**src/rtl/cbt_pkg.sv**
```systemverilog
package cbt_pkg;
  localparam int CAUSE_W = 20;
  localparam int STAT_LO = 56;
  localparam int SUB_LO  = 58;

  typedef enum logic [1:0] {
    ST_IDLE   = 2'd0,
    ST_EXC    = 2'd1,
    ST_ACTIVE = 2'd2,
    ST_CALLOS = 2'd3
  } cbStatus_e;

  localparam logic [CAUSE_W-1:0] RETRY_MASK =
      (CAUSE_W'(1) << 7)  | (CAUSE_W'(1) << 8)  | (CAUSE_W'(1) << 9) |
      (CAUSE_W'(1) << 12) | (CAUSE_W'(1) << 14) |
      (CAUSE_W'(1) << 17) | (CAUSE_W'(1) << 18);

  typedef struct packed {
    logic loadWord;
    logic clearRun;
    logic captureCause;
    logic bumpRetry;
  } dpStrobe_t;
endpackage

```
**src/rtl/cbt_ctrl.sv**
```systemverilog
module cbt_ctrl
  import cbt_pkg::*;
(
  input  logic       clk,
  input  logic       rst_n,
  input  logic       wrEn,
  input  logic       wrStartBit,
  input  logic       doneValid,
  input  logic       doneExc,
  input  logic       doneCallOs,
  input  logic [2:0] doneCode,
  input  logic       doneAbort,
  input  logic       retryAllowed,
  input  logic       chkReq,
  output dpStrobe_t  strobe,
  output logic [1:0] status,
  output logic [3:0] substatus,
  output logic       launch,
  output logic       busyErr,
  output logic       chkValid,
  output logic       chkFast,
  output logic [1:0] chkStatus
);
  cbStatus_e statusQ, statusN;
  logic [3:0] subN;
  logic isActive, acceptWr, startNew, doneSeen, retryNow;

  always_comb begin
    isActive = (statusQ == ST_ACTIVE);
    acceptWr = wrEn && !isActive;
    startNew = acceptWr && wrStartBit;
    doneSeen = doneValid && isActive;
    retryNow = doneSeen && doneExc && retryAllowed;

    strobe.loadWord     = acceptWr;
    strobe.clearRun     = startNew;
    strobe.captureCause = doneSeen && doneExc;
    strobe.bumpRetry    = retryNow;

    statusN = statusQ;
    subN    = substatus;
    if (startNew) begin
      statusN = ST_ACTIVE;
      subN    = 4'd0;
    end else if (doneSeen && !retryNow) begin
      subN = {doneAbort, doneCode};
      if (doneExc)         statusN = ST_EXC;
      else if (doneCallOs) statusN = ST_CALLOS;
      else                 statusN = ST_IDLE;
    end
  end

  always_ff @(posedge clk) begin
    if (!rst_n) begin
      statusQ   <= ST_IDLE;
      substatus <= 4'd0;
      launch    <= 1'b0;
      busyErr   <= 1'b0;
      chkValid  <= 1'b0;
      chkFast   <= 1'b0;
      chkStatus <= 2'd0;
    end else begin
      statusQ   <= statusN;
      substatus <= subN;
      launch    <= startNew || retryNow;
      if (wrEn && isActive) busyErr <= 1'b1;
      chkValid  <= chkReq;
      if (chkReq) begin
        chkFast   <= isActive;
        chkStatus <= statusQ;
      end
    end
  end

  assign status = statusQ;
endmodule

```
**src/rtl/cbt_datapath.sv**
```systemverilog
module cbt_datapath
  import cbt_pkg::*;
#(
  parameter int MAX_RETRY = 3,
  parameter int CNT_W     = 2
) (
  input  logic               clk,
  input  logic               rst_n,
  input  dpStrobe_t          strobe,
  input  logic [63:0]        wrData,
  input  logic [CAUSE_W-1:0] doneCause,
  input  logic [1:0]         status,
  input  logic [3:0]         substatus,
  output logic [63:0]        rdData,
  output logic [CAUSE_W-1:0] causeVec,
  output logic [CNT_W-1:0]   retryCount,
  output logic               retryAllowed
);
  localparam logic [CNT_W-1:0] CNT_LIMIT = CNT_W'(MAX_RETRY);

  logic [1:0]  wordHi;
  logic [55:0] wordLo;
  logic        unusedFieldBits;
  logic        causeFatal;

  assign unusedFieldBits = ^wrData[61:56];
  assign causeFatal      = |(doneCause & ~RETRY_MASK);
  assign retryAllowed    = !causeFatal && (retryCount < CNT_LIMIT);

  always_ff @(posedge clk) begin
    if (!rst_n) begin
      wordHi     <= '0;
      wordLo     <= '0;
      causeVec   <= '0;
      retryCount <= '0;
    end else begin
      if (strobe.loadWord) begin
        wordHi <= wrData[63:62];
        wordLo <= wrData[55:0];
      end
      if (strobe.clearRun) begin
        causeVec   <= '0;
        retryCount <= '0;
      end else begin
        if (strobe.captureCause) causeVec <= doneCause;
        if (strobe.bumpRetry)    retryCount <= retryCount + 1'b1;
      end
    end
  end

  assign rdData = {wordHi, substatus, status, wordLo};
endmodule

```
**src/rtl/cmd_block_tracker.sv**
```systemverilog
module cmd_block_tracker
  import cbt_pkg::*;
#(
  parameter int MAX_RETRY = 3,
  parameter int CNT_W     = $clog2(MAX_RETRY + 1)
) (
  input  logic               clk,
  input  logic               rst_n,
  input  logic               wrEn,
  input  logic [63:0]        wrData,
  output logic [63:0]        rdData,
  output logic               launch,
  input  logic               doneValid,
  input  logic               doneExc,
  input  logic               doneCallOs,
  input  logic [CAUSE_W-1:0] doneCause,
  input  logic [2:0]         doneCode,
  input  logic               doneAbort,
  output logic [1:0]         status,
  output logic [3:0]         substatus,
  output logic [CAUSE_W-1:0] causeVec,
  output logic [CNT_W-1:0]   retryCount,
  output logic               busyErr,
  input  logic               chkReq,
  output logic               chkValid,
  output logic               chkFast,
  output logic [1:0]         chkStatus
);
  dpStrobe_t strobe;
  logic      retryAllowed;

  cbt_ctrl u_ctrl (
    .clk, .rst_n, .wrEn,
    .wrStartBit(wrData[0]),
    .doneValid, .doneExc, .doneCallOs, .doneCode, .doneAbort,
    .retryAllowed, .chkReq, .strobe, .status, .substatus,
    .launch, .busyErr, .chkValid, .chkFast, .chkStatus
  );

  cbt_datapath #(.MAX_RETRY(MAX_RETRY), .CNT_W(CNT_W)) u_dp (
    .clk, .rst_n, .strobe, .wrData, .doneCause, .status, .substatus,
    .rdData, .causeVec, .retryCount, .retryAllowed
  );
endmodule

```
**config.mk**
```make
export PLATFORM = sky130hd
export DESIGN_NAME = cmd_block_tracker
export DESIGN_NICKNAME = d
export VERILOG_FILES = /design/src/rtl/cbt_pkg.sv /design/src/rtl/cbt_ctrl.sv /design/src/rtl/cbt_datapath.sv /design/src/rtl/cmd_block_tracker.sv
export SDC_FILE = /design/constraint.sdc
export NUM_CORES = 1
export LEC_CHECK = 0
export ABC_AREA = 1
export BUFFER_PORTS_ARGS = -buffer_cell sky130_fd_sc_hd__buf_2
export CAP_MARGIN = 15
export CORE_ASPECT_RATIO = 0.7
export CORE_MARGIN = 2
export CORE_UTILIZATION = 46
export CTS_BUF_LIST = sky130_fd_sc_hd__clkbuf_16
export CTS_CLUSTER_SIZE = 16
export DETAILED_ROUTE_END_ITERATION = 7
export HOLD_SLACK_MARGIN = 0.1
export PLACE_DENSITY = 0.83
export SETUP_SLACK_MARGIN = 0.02
export SYNTH_ARGS = -nofsm -noshare
export SYNTH_HDL_FRONTEND = slang
export SYNTH_SLANG_ARGS = --single-unit
```
**constraint.sdc**
```tcl
create_clock -name clk -period 2.1 [get_ports clk]
set_clock_uncertainty 0.1 [all_clocks]
set_input_delay 0.105 -clock clk [delete_from_list [all_inputs] [get_ports clk]]
set_output_delay 0.105 -clock clk [all_outputs]
set_load 0.03 [all_outputs]
```
==> summary.txt <==
Logic synthesis
  • Post-synthesis net count: 519
  • Netlist area before placement: around 3500 sq um
  • Post-synthesis cell type count: 29
  • Yosys Warn Count: 0
  • Sequential-to-total area share from yosys stat: 53.33%
  • Instance count of the mapped netlist: ~420
  • Avg Cell Area, Syn: 8.164 sq um
  • Synthesized flop and latch total: 92

Floorplan
  • DIE WIDTH: about 110 um
  • Die Height: 76.49 um
  • Placement row count: 26
  • I/O pin total: between 150 and 200
  • Total die area: 8227 sq um
  • Core box area: 7287 sq um
  • Starting density of the core: 47.39%

Worst setup path
  • Critical Path Slowest Stage Cell: sky130_fd_sc_hd__dlygate4sd3_1
  • RR Startpoint: u_ctrl.status[0]
  • Critical Path Fanout Max: 27
  • Logic depth of the worst path, buffers included: 9
  • Element type at the critical path end: register
  • Count of cells along the worst register-to-register path: 7
  • Number of buffers and inverters on the critical path: 4
  • Worst setup path category: input pin to register
  • Worst EP arrival: 1830 ps
  • Cells traversed along the worst timing path: dlygate4sd3_1, buf_2, inv_1, nor2_8, nand2_4, nand2_4, inv_2, o21ai_0, nor2_1
  • Highest cell delay on the worst timing path: 520 ps
  • Reg2Reg Setup Slack: between 300 and 400 ps
  • Library cell appearing most often on the critical path: sky130_fd_sc_hd__nand2_4
  • Cell family contributing the most delay on the critical path: buffers and inverters
  • Required @ worst endpoint: 2220 ps
  • Reg-to-reg endpoint: u_ctrl.substatus[2]
  • Crit start category: input pin

STA
  • Highest Clock Rate: 0.5833 GHz
  • Minimum period implied by the final worst setup slack: 1714 ps
  • Max transition margin: 60.09%
  • Slew at the pin with the worst max-slew slack: 598.0 ps
  • Slew Limit Fails: 0
  • Fin. Hold Viols: 0
  • Worst-case setup margin in the final layout: ~390 ps
  • Sum of negative setup slack: 0 ps
  • Final Setup Violations: 0
  • Setup repair after global routing missed its margin: false
  • Fraction of the cycle the final worst path needs: about four fifths

Placed design
  • Placed Cells: 682
  • Detailed-placement wirelength estimate: 6.353 mm
  • Count of port buffers added during placement: between 150 and 200
  • Pre-CTS WS: 215.8 ps
  • GPL Wtd Cong: 0.8452
  • Placed cell area: 4334 sq um

Global routing
  • Wire length of the first global-routing pass: 17.71 mm
  • GR Util All Layers: 26.91%
  • Maximum number of pins on one net before global-route repair: 37
  • Vias in the first global route: 3874
  • Number of antenna violations at the first check in global routing: 0
  • Grt ovf: 0

Clock tree
  • CTS Root Buffer Type: sky130_fd_sc_hd__clkbuf_16
  • Insertion delay to the later sink of the worst-skew pair: 320 ps
  • Clock sinks: 92
  • Worst-case clock buffer depth: 2
  • Setup Buffers After CTS: 0
  • TritonCTS clock tree: done
  • Clock transition time at the flip-flop clock pins of the worst setup and hold paths: 60 ps
  • Clock buffers created by TritonCTS: 9
  • CTS HTree Levels: 3

Routing
  • Initial detailed-routing violation count: 251
  • Number of routed nets with antenna violations: 0
  • Final wirelength: 11.01 mm
  • Routed via count divided by cell count: 4.828
  • Number of detailed-routing iterations run before antenna repair: 5
  • Final routed wire length divided by cell count: approximately 14 um
  • Total via count in the routed design: 3800
  • DRC violations left: 0

Final layout
  • Cell area after layout: 5542 sq um
  • Layout Area Growth over Synthesis: 60.47%
  • Layout cell share with drive strength beyond 1: 33.38%
  • Final cell count without fillers: 787
  • Most common cell after layout, fill and taps aside: sky130_fd_sc_hd__buf_2
  • Most frequent cells in the layout: 186 x sky130_fd_sc_hd__buf_2, 128 x sky130_fd_sc_hd__nor2_1, 92 x sky130_fd_sc_hd__dfxtp_1
  • Fillcell total: 486
  • Number of nets at the end of the flow: 781
  • Total inserted antenna cells: 0

Min path
  • Class of the tightest hold or removal check: input pin to register
  • Cells on Worst Hold Path: 5
  • End point of the most critical hold path: u_ctrl.status[0]
  • Source of the worst hold timing path: doneValid

Outcome
  • Run status: complete, no violations

Power
  • Max rail drop VDD: around 660 uV
  • Static leakage power: 2.674 nW
  • Power per unit of standard cell area: 796.4 nW/um^2

Run
  • Reported max-cap violation count: 0
## stage by stage
| stage | power, W | hold WS [ps] | util, % |
|---|---|---|---|
| floorplan | 0.002433 | 95.15 | - |
| global placement | 0.002636 | 226.4 | 59.48 |
| detailed placement | 0.002655 | 232.2 | 59.48 |
| CTS | 0.004438 | 161.8 | 76.03 |
| global route | 0.004604 | 204.4 | 76.05 |
| finish | 0.004413 | 188.0 | 76.05 |
## power breakdown
group / switching (W) / internal, W / total [W]
Sequential: 0.0000586 / 0.00186 / 0.00192
Combinational: 0.000524 / 0.000329 / 0.000852
Clock: 0.000619 / 0.00103 / 0.00164
Total: 0.00120 / 0.00321 / 0.00441
## sequential cells by signal (all words and copies together), names as in the netlist
signal,flops
u_ctrl.chkFast,1
u_dp.wordLo,56
u_ctrl.substatus,4
u_dp.retryCount,2
u_dp.wordHi,2
u_ctrl.launch,1
u_ctrl.status,2
u_ctrl.busyErr,1
u_ctrl.chkStatus,2
u_dp.causeVec,20
u_ctrl.chkValid,1
## routing by layer
layer  share of wire [%]  GRT usage [%]  vias to the layer above
met2                  51          47.55                      168
met4                 3.2          13.08                        0
met5                   0              0                        -
met3                 6.2          7.186                       32
met1                  39          29.68                     1736
li1                    -              -                     1864
## worst reg2reg max path: stages (launching register included)
cell and delay [ps]:
sky130_fd_sc_hd__dfxtp_1 430, sky130_fd_sc_hd__nor2_4 90, sky130_fd_sc_hd__nor2_8 310, sky130_fd_sc_hd__nand2_4 120
sky130_fd_sc_hd__nand2_4 290, sky130_fd_sc_hd__inv_2 100, sky130_fd_sc_hd__o21ai_0 100, sky130_fd_sc_hd__nor2_1 50
## cells by family after synthesis
logic type / count (synthesis) / synth area share (%)
adder cells (fa/ha/maj): 1 / 0.3623
AO/OA/AOI/OAI: 95 / 15.00
buffers and inverters: 44 / 8.007
AND/OR/NAND/NOR: 191 / 23.30
flip-flops: 92 / 53.33
## cells in the mapped netlist (all sizes together)
library cell | instances | area share, %
or2 | 2 | 0.43
nor2 | 133 | 16
o211ai | 1 | 0.22
o31ai | 1 | 0.22
clkinv | 1 | 0.14
nand2 | 53 | 6.3
buf | 23 | 5.7
dfxtp | 92 | 53
a21oi | 29 | 5.3
nand3 | 3 | 0.94
inv | 13 | 1.4
o21ai | 64 | 9.3
ha | 1 | 0.36
clkbuf | 7 | 0.76
## cell type report
class	count	area [sq um]	share of cell area [%]
well taps	98	122.6	2.213
flip-flops and latches	92	1842	33.24
multi-input cells	287	1335	24.09
clock inverters	6	80.08	1.445
inverters	14	55.05	0.9935
clock buffers	9	225.2	4.064
repair buffers	281	1882	33.96
## what timing repair did
action	4_1_cts	5_1_grt
endpoints found under the setup margin	0	1
resized for setup	0	1
hold buffers	90	0
endpoints found under the hold margin	90	0
## worst max path at each step
| stage | endpoint | startpoint | slack (ps) |
|---|---|---|---|
| after floorplan | u_dp.wordHi[0] | u_ctrl.status[0] | 610 |
| after global placement | u_dp.wordLo[1] | u_ctrl.status[0] | 270 |
| after detailed placement | u_dp.wordLo[54] | u_ctrl.status[0] | 220 |
| after CTS | u_dp.wordLo[54] | u_ctrl.status[0] | 200 |
| after global routing | u_ctrl.substatus[3] | u_ctrl.status[1] | 230 |
| final | u_ctrl.substatus[2] | wrEn | 390 |
Note: power is estimated with default switching activity, not from simulation.
